## config.mk

```make
export PLATFORM = sky130hd
export DESIGN_NAME = ptmr_top
export DESIGN_NICKNAME = d
export VERILOG_FILES = /design/src/rtl/ptmr_pkg.sv /design/src/rtl/ptmr_src.sv /design/src/rtl/ptmr_prescale.sv /design/src/rtl/ptmr_count.sv /design/src/rtl/ptmr_top.sv
export SDC_FILE = /design/constraint.sdc
export NUM_CORES = 1
export LEC_CHECK = 0
export ABC_AREA = 1
export BUFFER_PORTS_ARGS = -buffer_cell sky130_fd_sc_hd__buf_2
export CAP_MARGIN = 20
export CORE_AREA = 2 2 107 98
export DETAILED_ROUTE_END_ITERATION = 16
export DIE_AREA = 0 0 109 100
export PLACE_DENSITY_LB_ADDON = 0.2
export SYNTH_ARGS = -nofsm -noshare
export SYNTH_HDL_FRONTEND = slang
export SYNTH_SLANG_ARGS = --single-unit
```

## constraint.sdc

```tcl
create_clock -name clk -period 1.9 [get_ports clk]
set_input_delay 0.19 -clock clk [delete_from_list [all_inputs] [get_ports clk]]
set_output_delay 0.19 -clock clk [all_outputs]
set_load 0.05 [all_outputs]
```

## src/rtl/ptmr_pkg.sv

```systemverilog
// Package: shared types and helpers for the period timer.
// Assumes the prescaler counter is at least 8 bits wide.
package ptmr_pkg;

    typedef enum logic [1:0] {
        PS_DIV1   = 2'b00,
        PS_DIV8   = 2'b01,
        PS_DIV64  = 2'b10,
        PS_DIV256 = 2'b11
    } ps_sel_e;

    // Last prescaler count value before an output pulse, per select code.
    function automatic logic [7:0] ps_last(input ps_sel_e sel);
        case (sel)
            PS_DIV1:   ps_last = 8'd0;
            PS_DIV8:   ps_last = 8'd7;
            PS_DIV64:  ps_last = 8'd63;
            default:   ps_last = 8'd255;
        endcase
    endfunction

endpackage

```

## src/rtl/ptmr_src.sv

```systemverilog
// Module: ptmr_src
// Picks the source pulse for the timer: the internal tick (optionally gated
// by the synchronized gate), a synchronized external edge, or a raw external
// edge. Also detects gate falling edges. Assumes ext_clk and ext_gate are
// each held for at least one clk period per level.
module ptmr_src #(
    parameter int SYNC_STAGES = 2
) (
    input  logic clk,
    input  logic rst_n,
    input  logic tick_en,
    input  logic ext_clk,
    input  logic ext_gate,
    input  logic use_ext,
    input  logic use_sync,
    input  logic gate_en,
    output logic src_pulse,
    output logic gated_mode,
    output logic gate_fall
);
    localparam int SH_W = SYNC_STAGES + 1;

    logic [SH_W-1:0] ext_sh;
    logic [SH_W-1:0] gate_sh;
    logic            ext_sync_lvl;
    logic            ext_sync_prev;
    logic            gate_lvl;
    logic            gate_prev;
    logic            sync_edge;
    logic            raw_edge;

    // Sample history of the external clock: synchronizer plus edge stage.
    always_ff @(posedge clk) begin
        if (!rst_n) ext_sh <= '0;
        else        ext_sh <= {ext_sh[SH_W-2:0], ext_clk};
    end

    // Sample history of the gate: synchronizer plus edge stage.
    always_ff @(posedge clk) begin
        if (!rst_n) gate_sh <= '0;
        else        gate_sh <= {gate_sh[SH_W-2:0], ext_gate};
    end

    assign ext_sync_lvl  = ext_sh[SYNC_STAGES-1];
    assign ext_sync_prev = ext_sh[SYNC_STAGES];
    assign gate_lvl      = gate_sh[SYNC_STAGES-1];
    assign gate_prev     = gate_sh[SYNC_STAGES];

    assign sync_edge  = ext_sync_lvl & ~ext_sync_prev;
    // Raw edge: current pin level against a single previous sample.
    assign raw_edge   = ext_clk & ~ext_sh[0];
    assign gated_mode = gate_en & ~use_ext;
    assign gate_fall  = gated_mode & gate_prev & ~gate_lvl;

    // Selects the pulse that feeds the prescaler.
    always_comb begin
        if (!use_ext)      src_pulse = tick_en & (~gate_en | gate_lvl);
        else if (use_sync) src_pulse = sync_edge;
        else               src_pulse = raw_edge;
    end

    // the gate fall event only exists with the internal source selected.
    assert_fall_internal_R9: assert property (@(posedge clk) disable iff (!rst_n)
        gate_fall |-> (gate_en && !use_ext));

endmodule

```

## src/rtl/ptmr_prescale.sv

```systemverilog
// Module: ptmr_prescale
// Divides a pulse stream by 1, 8, 64 or 256. Its count clears on request.
// Assumes the pulse input is already qualified by enable and idle.
module ptmr_prescale
    import ptmr_pkg::*;
#(
    parameter int PRE_W = 8
) (
    input  logic    clk,
    input  logic    rst_n,
    input  logic    clear,
    input  logic    pulse_in,
    input  ps_sel_e sel,
    output logic    pulse_out
);
    logic [PRE_W-1:0] pcnt;
    logic [PRE_W-1:0] last;

    assign last      = PRE_W'(ps_last(sel));
    assign pulse_out = pulse_in & (pcnt >= last);

    // Counts input pulses and restarts after the last one of a group.
    always_ff @(posedge clk) begin
        if (!rst_n)        pcnt <= '0;
        else if (clear)    pcnt <= '0;
        else if (pulse_in) pcnt <= (pcnt >= last) ? '0 : pcnt + 1'b1;
    end

    // a clear request leaves the prescaler at zero.
    assert_pre_clear_R7: assert property (@(posedge clk) disable iff (!rst_n)
        clear |=> (pcnt == '0));

endmodule

```

## src/rtl/ptmr_count.sv

```systemverilog
// Module: ptmr_count
// Holds the count and period registers. Increments, wraps on a period
// match, and accepts writes. Assumes inc is a single-cycle pulse.
module ptmr_count #(
    parameter int CNT_W = 16
) (
    input  logic             clk,
    input  logic             rst_n,
    input  logic             inc,
    input  logic             wr_en,
    input  logic [CNT_W-1:0] wr_data,
    input  logic             per_we,
    input  logic [CNT_W-1:0] per_wdata,
    output logic [CNT_W-1:0] cnt_q,
    output logic             match
);
    logic [CNT_W-1:0] per_q;

    assign match = inc & (cnt_q == per_q);

    // Period register: software write, all ones after reset.
    always_ff @(posedge clk) begin
        if (!rst_n)      per_q <= '1;
        else if (per_we) per_q <= per_wdata;
    end

    // Count register: a write wins, then wrap on match, else step by one.
    always_ff @(posedge clk) begin
        if (!rst_n)     cnt_q <= '0;
        else if (wr_en) cnt_q <= wr_data;
        else if (inc)   cnt_q <= match ? '0 : cnt_q + 1'b1;
    end

    // without a write the count only holds, steps by one, or wraps to 0.
    assert_step_R2: assert property (@(posedge clk) disable iff (!rst_n)
        !wr_en |=> (cnt_q == $past(cnt_q) || cnt_q == $past(cnt_q) + 1'b1 || cnt_q == '0));

    // a match without a write returns the count to zero.
    assert_wrap_R2: assert property (@(posedge clk) disable iff (!rst_n)
        (match && !wr_en) |=> (cnt_q == '0));

    // a write takes effect on the next cycle.
    assert_write_R13: assert property (@(posedge clk) disable iff (!rst_n)
        wr_en |=> (cnt_q == $past(wr_data)));

endmodule

```

## src/rtl/ptmr_top.sv

```systemverilog
// Module: ptmr_top
// Multi-mode period timer. It wires source selection, prescaler and counter,
// and owns the sticky event flag. Assumes all inputs are synchronous to clk
// except ext_clk and ext_gate, which are oversampled.
module ptmr_top
    import ptmr_pkg::*;
#(
    parameter int CNT_W       = 16,
    parameter int PRE_W       = 8,
    parameter int SYNC_STAGES = 2
) (
    input  logic             clk,
    input  logic             rst_n,
    input  logic             tick_en,
    input  logic             ext_clk,
    input  logic             ext_gate,
    input  logic             idle,
    input  logic             ctl_on,
    input  logic             ctl_sync,
    input  logic             ctl_ext,
    input  logic             ctl_gate,
    input  logic [1:0]       ctl_ps,
    input  logic             ctl_sidl,
    input  logic             per_we,
    input  logic [CNT_W-1:0] per_wdata,
    input  logic             cnt_we,
    input  logic [CNT_W-1:0] cnt_wdata,
    output logic [CNT_W-1:0] cnt_q,
    input  logic             flag_clr,
    output logic             flag_q
);
    logic src_pulse;
    logic gated_mode;
    logic gate_fall;
    logic halt;
    logic pre_in;
    logic pre_clr;
    logic inc;
    logic match;
    logic flag_set;

    assign halt    = ctl_sidl & idle;
    assign pre_in  = ctl_on & ~halt & src_pulse;
    assign pre_clr = cnt_we | ~ctl_on;

    ptmr_src #(.SYNC_STAGES(SYNC_STAGES)) u_src (
        .clk        (clk),
        .rst_n      (rst_n),
        .tick_en    (tick_en),
        .ext_clk    (ext_clk),
        .ext_gate   (ext_gate),
        .use_ext    (ctl_ext),
        .use_sync   (ctl_sync),
        .gate_en    (ctl_gate),
        .src_pulse  (src_pulse),
        .gated_mode (gated_mode),
        .gate_fall  (gate_fall)
    );

    ptmr_prescale #(.PRE_W(PRE_W)) u_pre (
        .clk       (clk),
        .rst_n     (rst_n),
        .clear     (pre_clr),
        .pulse_in  (pre_in),
        .sel       (ps_sel_e'(ctl_ps)),
        .pulse_out (inc)
    );

    ptmr_count #(.CNT_W(CNT_W)) u_cnt (
        .clk       (clk),
        .rst_n     (rst_n),
        .inc       (inc),
        .wr_en     (cnt_we),
        .wr_data   (cnt_wdata),
        .per_we    (per_we),
        .per_wdata (per_wdata),
        .cnt_q     (cnt_q),
        .match     (match)
    );

    assign flag_set = (match & ~gated_mode) | (gate_fall & ctl_on);

    // Sticky event flag: a set event beats a clear in the same cycle.
    always_ff @(posedge clk) begin
        if (!rst_n)        flag_q <= 1'b0;
        else if (flag_set) flag_q <= 1'b1;
        else if (flag_clr) flag_q <= 1'b0;
    end

    // the flag holds until a clear arrives.
    assert_sticky_R11: assert property (@(posedge clk) disable iff (!rst_n)
        (flag_q && !flag_clr) |=> flag_q);

    // a set event always shows on the flag the next cycle.
    assert_set_wins_R11: assert property (@(posedge clk) disable iff (!rst_n)
        flag_set |=> flag_q);

    // stop-in-idle freezes the count.
    assert_idle_hold_R8: assert property (@(posedge clk) disable iff (!rst_n)
        (ctl_sidl && idle && !cnt_we) |=> $stable(cnt_q));

    // a disabled timer keeps its count.
    assert_off_hold_R12: assert property (@(posedge clk) disable iff (!rst_n)
        (!ctl_on && !cnt_we) |=> $stable(cnt_q));

endmodule

```

==> flow_summary.ini, run 1 <==
[outcome]
status = finished clean

[setup_path]
worst_path_largest_cell_delay_ns = 0.34
path_max_fanout = 19
cpMaxStageDelayCell = sky130_fd_sc_hd__dfxtp_1
reg2reg_slack_ns = 0.19
arrival_ns = 1.94
worstPathRequired_ns = 2.13
crit_path_cell_trace = ha_1, nand2_1, nor3_2, nor3_4, a21oi_4, buf_12, nand4_1, a21oi_1
cp-start-kind = flip-flop
endpoint_kind = flip-flop
setup.worst_path.class = reg2reg

[power]
static-leakage-power_uw = 0.001704
pwr_density_cell_nw_per_um2 = 599.8
vdd_ir_drop_max_v = 0.0002584

[clock_network]
clock_buffer_count_from_cts = 5
cts_num_sinks = 47
tritoncts = done
hold_buffers = 0
cts_max_path_buffers = 2
clock_tree.htree_level_count = 2
cts_root_buf = sky130_fd_sc_hd__clkbuf_8
clock_insertion_delay_worst_skew_ns = 0.31
path_clk_slew_ns = 0.09

[timing]
timing.slew.headroom_pct = 70.39
worst_pin_slew_ns = 0.4408
timing_max_transition_violations_final = 0
final.period_utilization_pct = 89.85
totalNegativeSetupSlack_ns = 0
report.final.setup_viol = 0
clock-skew-final_ns = 0.007845
period_minus_slack_ns = 1.707
hold-worst-slack_ns = 0.06360
total_count_of_hold_check_failures_in_the_final_report = 0
max_clk_rate_ghz = 0.5858
unrepaired_setup_endpoints_after_global_routing = no

[yosys]
synth_enable_flop_cells = 0
synthDominantCellAreaShare_pct = 32.67
synth-seq-cells = 47
postSynthCellCount = 421
netlist-cell-type-count = 36
post-synth-top-area-cell = sky130_fd_sc_hd__dfxtp_1
mappedNetlistNets = 474
yosys_most_used_dff = sky130_fd_sc_hd__dfxtp_1
asyncSetResetFlopFracSynth_pct = 0
synth_seq_area_share_pct = 32.67
synth_most_common_cell = sky130_fd_sc_hd__nand2_1
ys.warnings.count = 0
syn_area_per_cell_sq_um = 6.841
synth_common_cells = sky130_fd_sc_hd__nand2_1 (120), sky130_fd_sc_hd__inv_1 (54), sky130_fd_sc_hd__dfxtp_1 (47)
ys_top_cells_by_area = sky130_fd_sc_hd__dfxtp_1 (33%), sky130_fd_sc_hd__nand2_1 (16%), sky130_fd_sc_hd__inv_1 (7.0%)
synth_area_sq_um = 2880

[global_routing]
grt_pass1_vias = 2700
grt_start_max_net_pins = 23
global_route.overflow_total = 0
grt_pass1_wl_um = 12630
grt_util_overall_pct = 14.56
antenna_found_initial = 0

[detailed_routing]
drtIter0Drc = 118
drt-vias-per-instance = 4.454
wire_per_inst_um = 12.11
drcViolationCount = 0
antenna_violating_nets_post_route = 0
dr_total_vias = 2788
dr_pass1_iterations = 4
postRouteWirelength_um = 7578

[placed_design]
gp_congestion = 0.7749
cell_count_after_placement = 619
place.detailed.hpwl_um = 5842
portBuffers = 64
dpl-instance-area_sq_um = 3411

[floorplan]
rows = 35
floorplan.die.height_um = 100
start_util_pct = 28.97
dieWidth_um = 109
floorplan.io_pins = 65
placeable_core_region_sq_um = 9941
design.die.area_sq_um = 10900

[finish]
finalInstanceArea_sq_um = 3518
post_route_cells_drive_above_1_share_pct = 23.54
layout.nets = 550
area_delta_synth_final_pct = 22.15
antenna-diode-count = 0
final_cell_count_no_fill = 626
final.fill_count = 1062
final_core_util_pct = 35.39

[flow_run]
timing.max_cap.violations = 0

[hold_path]
hold_path_class = in2reg
[through the flow]
stage	setup slack, ns	power [uW]
floorplan	0.01008	1358
global placement	0.1292	1497
detailed placement	0.04858	1502
CTS	0.09986	2134
global route	0.007064	2219
finish	0.1929	2110
[metal layers]
metal | global-route usage, % | part of all wire (%) | up-vias
met2 | 22.84 | 45 | 55
met5 | 0 | 0 | -
met1 | 20.62 | 50 | 1235
met4 | 3.550 | 0.98 | 0
li1 | - | - | 1493
met3 | 2.662 | 4.2 | 5
[repair_timing]
item / CTS / global route
setup endpoints to repair: 0 / 19
setup buffers: 0 / 0
resized for setup: 0 / 3
[flip-flops by register name, summed over array words and instances (netlist names)]
| register | count |
|---|---|
| u_cnt.cnt_q | 16 |
| u_cnt.per_q | 16 |
| u_pre.pcnt | 8 |
| u_src.ext_sh | 3 |
| u_src.gate_sh | 3 |
| flag_q | 1 |
[cell families after synthesis]
logic type / after synthesis / synth area share, %
buffers and inverters: 73 / 11.69
xor gates and xnor gates: 27 / 8.210
and+or+nand+nor: 239 / 39.23
DFF: 47 / 32.67
adders and majority gates: 5 / 2.172
AOI/OAI and AO/OA: 30 / 6.039
[worst max-delay path: cells and delay by family, from the launching register on]
kind / cells / cell delay [ns]
compound gates: 2 / 0.34
fa+ha+maj: 1 / 0.30
buf+inv: 1 / 0.17
flops: 1 / 0.34
simple gates: 4 / 0.49
[layout by cell type, fill, tap and decap left out, drive strengths merged]
cell	n
inv	56
nand2	124
nand3b	1
xor2	17
a31oi	2
buf	85
o21ai	6
nand4	23
nand3	44
or2	2
nor4	1
a21boi	1
clkbuf	6
ha	5
nor2	33
dfxtp	47
nor3b	2
nor3	9
xnor2	10
clkinv	2
a21oi	21
[where the power goes]
group / internal (uW) / switching (uW) / leakage, uW
combinational: 154 / 244 / 0.00127
sequential: 1030 / 45.2 / 0.000388
clock: 287 / 347 / 0.0000470
[area by class of cell]
cell class,count,area (sq um),share of cell area [%]
repair buffers,85,490.5,13.94
flip-flops and latches,47,942.2,26.78
multi-input cells,301,1623,46.12
clock buffers,6,82.58,2.347
well taps,129,161.4,4.587
inverters,57,214.0,6.081
clock inverters,1,5.005,0.1422
[path summary, 6_finish.rpt]
path / startpoint / to / cells past startpoint
max reg2reg: u_pre.pcnt[7] / u_cnt.cnt_q[12] / 8
min: ext_gate / u_src.gate_sh[0] / 3
min reg2reg: u_src.gate_sh[0] / u_src.gate_sh[1] / 2
max: u_pre.pcnt[7] / u_cnt.cnt_q[12] / 8
No activity file was read; power rests on OpenSTA's default activity.
==> inputs of run 2 (changes only) <==
==> constraint.sdc (replaced) <==
create_clock -name clk -period 1.9 [get_ports clk]
set_input_delay 0.19 -clock clk [delete_from_list [all_inputs] [get_ports clk]]
set_output_delay 0.19 -clock clk [all_outputs]
set_load 0.005 [all_outputs]
==> run 2 against run 1 <==
Sequential share of layout area decreased by 0.27 points. Wire length grew 3.6%. Clock skew increased by 0.0011 ns. Combinational power fell by 15%. Sequential power barely moved. Non-clock buffer count grew 1. Via count up 0.25%. Clock power grew 6.3%. Die area unchanged.
==> flow_summary.ini, run 2 (synthesis gave the netlist of run 1 again) <==
[finish]
area_delta_synth_final_pct = 23.41
final.fill_count = 1082
final_core_util_pct = 35.76
biggestRegsByFlops = u_cnt.cnt_q (16), u_cnt.per_q (16), u_pre.pcnt (8)
antenna-diode-count = 0
final_common_cell = sky130_fd_sc_hd__nand2_1
layout.nets = 552
layout.cells.most_common_list = sky130_fd_sc_hd__nand2_1 (120), sky130_fd_sc_hd__buf_2 (64), sky130_fd_sc_hd__inv_1 (54)
post_route_cells_drive_above_1_share_pct = 23.80

[placed_design]
place.detailed.hpwl_um = 5791
gp_congestion = 0.7759
portBuffers = 64

[detailed_routing]
drt-vias-per-instance = 4.444
dr_total_vias = 2795
wl_met3_um = 306
drtIter0Drc = 133
antenna_violating_nets_post_route = 0
m1WireLength_um = 4108
wire_per_inst_um = 12.48
highest_metal_used = met4
dr_pass1_iterations = 4
drcViolationCount = 0
detailed_route_wirelength_on_metal2_um = 3316
postRouteWirelength_um = 7851

[hold_path]
hold_path_class = in2reg

[flow_run]
timing.max_cap.violations = 0

[clock_network]
clock_buffer_count_from_cts = 5
cts_max_path_buffers = 2
hold_buffers = 0
path_clk_slew_ns = 0.09
cts_repair_resize_count = 0
cts_num_sinks = 47
cts_root_buf = sky130_fd_sc_hd__clkbuf_8
post-cts-setup-buffers = 0
tritoncts = done
clock_insertion_delay_worst_skew_ns = 0.30
clock_tree.htree_level_count = 2

[timing]
max_clk_rate_ghz = 0.5746
timing.slew.headroom_pct = 70.20
final.period_utilization_pct = 91.60
period_minus_slack_ns = 1.740
clock-skew-final_ns = 0.008931
totalNegativeSetupSlack_ns = 0
worst_pin_slew_ns = 0.4465
report.final.setup_viol = 0
timing_max_transition_violations_final = 0
total_count_of_hold_check_failures_in_the_final_report = 0

[global_routing]
global_route.overflow_total = 0
grt_pass1_vias = 2719
antenna_found_initial = 0
grt_pass1_wl_um = 13100
grt_start_max_net_pins = 31
grt_util_overall_pct = 15.19

[power]
switching_share_pct = 27.24
vdd_ir_drop_max_v = 0.0002529
internal_power_contribution_uw = 1522
p_clk_share_pct = 32.2
power.net_switching_uw = 569.6
static-leakage-power_uw = 0.001729
pwr_density_cell_nw_per_um2 = 588.3
power.sequential.fraction_pct = 51.5
combPwrFrac_pct = 16.3

[floorplan]
dieWidth_um = 109
placeable_core_region_sq_um = 9941
floorplan.die.height_um = 100
design.die.area_sq_um = 10900
floorplan.io_pins = 65
rows = 35
start_util_pct = 28.97

[setup_path]
endpoint_kind = flip-flop
cpMaxStageDelayCell = sky130_fd_sc_hd__dfxtp_1
setup.worst_path.class = reg2reg
worstPathRequired_ns = 2.13
crit_path_cell_trace = ha_1, nand2_1, nor3_2, nor3_4, a21oi_4, buf_12, nand4_1, a21oi_1
cp-start-kind = flip-flop
path_max_fanout = 19
worst_path_largest_cell_delay_ns = 0.35
arrival_ns = 1.97

[outcome]
status = finished clean
## run 2: worst max-delay path, delay by kind of cell, from the launching register on
family / cells / cell delay [ns]
AO/OA/AOI/OAI: 2 / 0.36
adder cells (fa/ha/maj): 1 / 0.31
flip-flops: 1 / 0.35
buffers and inverters: 1 / 0.17
AND/OR/NAND/NOR: 4 / 0.48
## run 2: path summary, 6_finish.rpt
path | from | endpoint | slack (ns) | depth (start not counted)
max reg2reg | u_pre.pcnt[7] | u_cnt.cnt_q[13] | 0.16 | 8
min reg2reg | u_src.gate_sh[0] | u_src.gate_sh[1] | 0.42 | 2
min | ext_gate | u_src.gate_sh[0] | 0.07 | 3
max | u_pre.pcnt[7] | u_cnt.cnt_q[13] | 0.16 | 8
## run 2: power groups by stage
stage	Sequential, uW	Combinational [uW]	Clock [uW]
after floorplan	1100	197	0
after global placement	1100	336	0
after detailed placement	1100	341	0
after CTS	1080	343	695
after global routing	1090	393	741
final	1080	341	673
## run 2: per-layer routing
metal	global-route usage [%]	vias to the layer above
met1	22.20	1236
met3	2.532	11
li1	-	1499
met5	0	-
met4	3.748	0
met2	23.17	49
## run 2: cell type report
type,count,area (sq um),area share [%]
clock buffer,8,100.1,2.816
inverter,57,214.0,6.019
multi-input combinational,302,1639,46.11
sequential,47,942.2,26.50
tap,129,161.4,4.541
timing repair buffer,86,498.0,14.01
## run 2: per-stage QoR
| step | worst slack, ns | cells | power [uW] | hold slack [ns] | area [sq um] |
|---|---|---|---|---|---|
| 6_report | 0.1595 | 629 | 2091 | 0.07360 | 3555 |
| 5_1_grt | -0.01983 | 629 | 2220 | 0.09708 | 3555 |
| 4_1_cts | 0.1050 | 628 | 2116 | 0.07060 | 3517 |
| 3_5_place_dp | 0.07717 | 620 | 1441 | 0.3867 | 3417 |
| 3_3_place_gp | 0.1108 | 620 | 1436 | 0.3840 | 3417 |
| 2_1_floorplan | 0.2638 | 421 | 1296 | 0.2835 | 2880 |
==> inputs of run 3 (changes only) <==
--- a/config.mk
+++ b/config.mk
@@ -8,6 +8,8 @@
 export ABC_AREA = 1
 export BUFFER_PORTS_ARGS = -buffer_cell sky130_fd_sc_hd__buf_2
 export CAP_MARGIN = 20
+export CELL_PAD_IN_SITES_DETAIL_PLACEMENT = 1
+export CELL_PAD_IN_SITES_GLOBAL_PLACEMENT = 1
 export CORE_AREA = 2 2 107 98
 export DETAILED_ROUTE_END_ITERATION = 16
 export DIE_AREA = 0 0 109 100
==> run 3 against run 2 <==
Non-clock buffer count is 3 higher. Maximum frequency is 2.1% lower. Critical path depth is 1 higher. First-iteration DRC count is 19% lower. Sequential power hardly changed. Wire length is 8.8% higher.
==> flow_summary.ini, run 3 (synthesis gave the netlist of run 1 again) <==
[placed_design]
portBuffers = 64
place.detailed.hpwl_um = 6550
gp_congestion = 0.7754

[setup_path]
path_max_fanout = 19
cp-start-kind = flip-flop
cpMostUsedCell = sky130_fd_sc_hd__nor3_2
crit_path_cell_trace = ha_1, nand2_1, nor3_2, nor3_2, buf_4, a21oi_4, buf_12, nand4_1, a21oi_1
gate_family_responsible_for_the_most_delay_along_the_worst_path = simple AND/OR/NAND/NOR gates
endpoint_kind = flip-flop
setup.worst_path.class = reg2reg
cpMaxStageDelayCell = sky130_fd_sc_hd__dfxtp_2
cp.buffers_inverters = 2
worstPathRequired_ns = 2.13
worst_path_largest_cell_delay_ns = 0.34
arrival_ns = 2.01

[timing]
report.final.setup_viol = 0
max_clk_rate_ghz = 0.5625
period_minus_slack_ns = 1.778
unrepaired_setup_endpoints_after_global_routing = no
hold-worst-slack_ns = 0.07432
worst_pin_slew_ns = 0.4359
clock-skew-final_ns = 0.01232
timing_max_transition_violations_final = 0
timing.slew.headroom_pct = 70.71
totalNegativeSetupSlack_ns = 0
total_count_of_hold_check_failures_in_the_final_report = 0
final.period_utilization_pct = 93.56

[floorplan]
dieWidth_um = 109
floorplan.die.height_um = 100
rows = 35
placeable_core_region_sq_um = 9941
design.die.area_sq_um = 10900
start_util_pct = 28.97
floorplan.io_pins = 65

[global_routing]
grt_util_overall_pct = 16.56
antenna_found_initial = 0
global_route.overflow_total = 0
grt_start_max_net_pins = 23
grt_pass1_wl_um = 14410
grt_pass1_vias = 2997

[finish]
layout.nets = 555
area_delta_synth_final_pct = 23.94
layout.cells.most_common_list = sky130_fd_sc_hd__nand2_1 (120), sky130_fd_sc_hd__buf_2 (64), sky130_fd_sc_hd__inv_1 (54)
final_common_cell = sky130_fd_sc_hd__nand2_1
antenna-diode-count = 0
final_core_util_pct = 35.91
final.fill_count = 1277
biggestRegsByFlops = u_cnt.cnt_q (16), u_cnt.per_q (16), u_pre.pcnt (8)
post_route_cells_drive_above_1_share_pct = 24.55

[detailed_routing]
drt-vias-per-instance = 4.594
drtIter0Drc = 108
dr_pass1_iterations = 4
postRouteWirelength_um = 8545
antenna_violating_nets_post_route = 0
dr_total_vias = 2894
highest_metal_used = met4
drcViolationCount = 0
wire_per_inst_um = 13.56
m1WireLength_um = 4311
wl_met3_um = 287
detailed_route_wirelength_on_metal2_um = 3862

[clock_network]
path_clk_slew_ns = 0.09
clock_insertion_delay_worst_skew_ns = 0.30
cts_num_sinks = 47
cts_root_buf = sky130_fd_sc_hd__clkbuf_8
tritoncts = done
clock_tree.htree_level_count = 2
clock_buffer_count_from_cts = 5
cts_max_path_buffers = 2

[hold_path]
hold_path_class = in2reg

[power]
static-leakage-power_uw = 0.001712
pwr_density_cell_nw_per_um2 = 563.2
power.total_uw = 2010
vdd_ir_drop_max_v = 0.0002620

[outcome]
status = finished clean

[flow_run]
timing.max_cap.violations = 0
[run 3: cell type report]
type | instances | area, sq um | area share, %
tap | 129 | 161.4 | 4.522
timing repair buffer | 89 | 533.0 | 14.93
inverter | 57 | 214.0 | 5.994
sequential | 47 | 942.2 | 26.39
clock buffer | 6 | 72.57 | 2.033
multi-input combinational | 302 | 1647 | 46.13
[run 3: through the flow]
stage,setup WS [ns],instance area (sq um),std cells
floorplan,0.2638,2880,421
CTS,0.04694,3517,628
global route,0.004016,3570,630
global placement,0.1031,3445,622
finish,0.1223,3570,630
detailed placement,0.01418,3445,622
[run 3: final timing paths]
| kind | start | to | slack (ns) | depth (start not counted) |
|---|---|---|---|---|
| hold / removal | ext_gate | u_src.gate_sh[0] | 0.07 | 3 |
| hold reg to reg | u_src.gate_sh[0] | u_src.gate_sh[1] | 0.42 | 2 |
| setup / recovery | u_pre.pcnt[7] | u_cnt.cnt_q[3] | 0.12 | 9 |
| setup reg to reg | u_pre.pcnt[7] | u_cnt.cnt_q[3] | 0.12 | 9 |
[run 3: worst reg2reg max path, cell delays in order (launching register included)]
cell	delay (ns)
sky130_fd_sc_hd__dfxtp_2	0.34
sky130_fd_sc_hd__ha_1	0.30
sky130_fd_sc_hd__nand2_1	0.08
sky130_fd_sc_hd__nor3_2	0.18
sky130_fd_sc_hd__nor3_2	0.08
sky130_fd_sc_hd__buf_4	0.14
sky130_fd_sc_hd__a21oi_4	0.15
sky130_fd_sc_hd__buf_12	0.17
sky130_fd_sc_hd__nand4_1	0.09
sky130_fd_sc_hd__a21oi_1	0.18
[run 3: report_power, final]
group          switching (uW)  internal, uW
Combinational             192           161
Sequential               45.4          1030
Clock                     333           247
Total                     570          1440
[run 3: what timing repair did]
action | in CTS | in global routing
buffers inserted | 0 | 1
resized for setup | 0 | 7
endpoints found under the setup margin | 0 | 19
hold buffers | 0 | 0
[run 3: per-layer routing]
layer | vias to the layer above | track usage [%]
met5 | - | 0
met4 | 0 | 3.846
met3 | 5 | 2.273
met2 | 45 | 26.42
met1 | 1343 | 23.60
li1 | 1501 | -
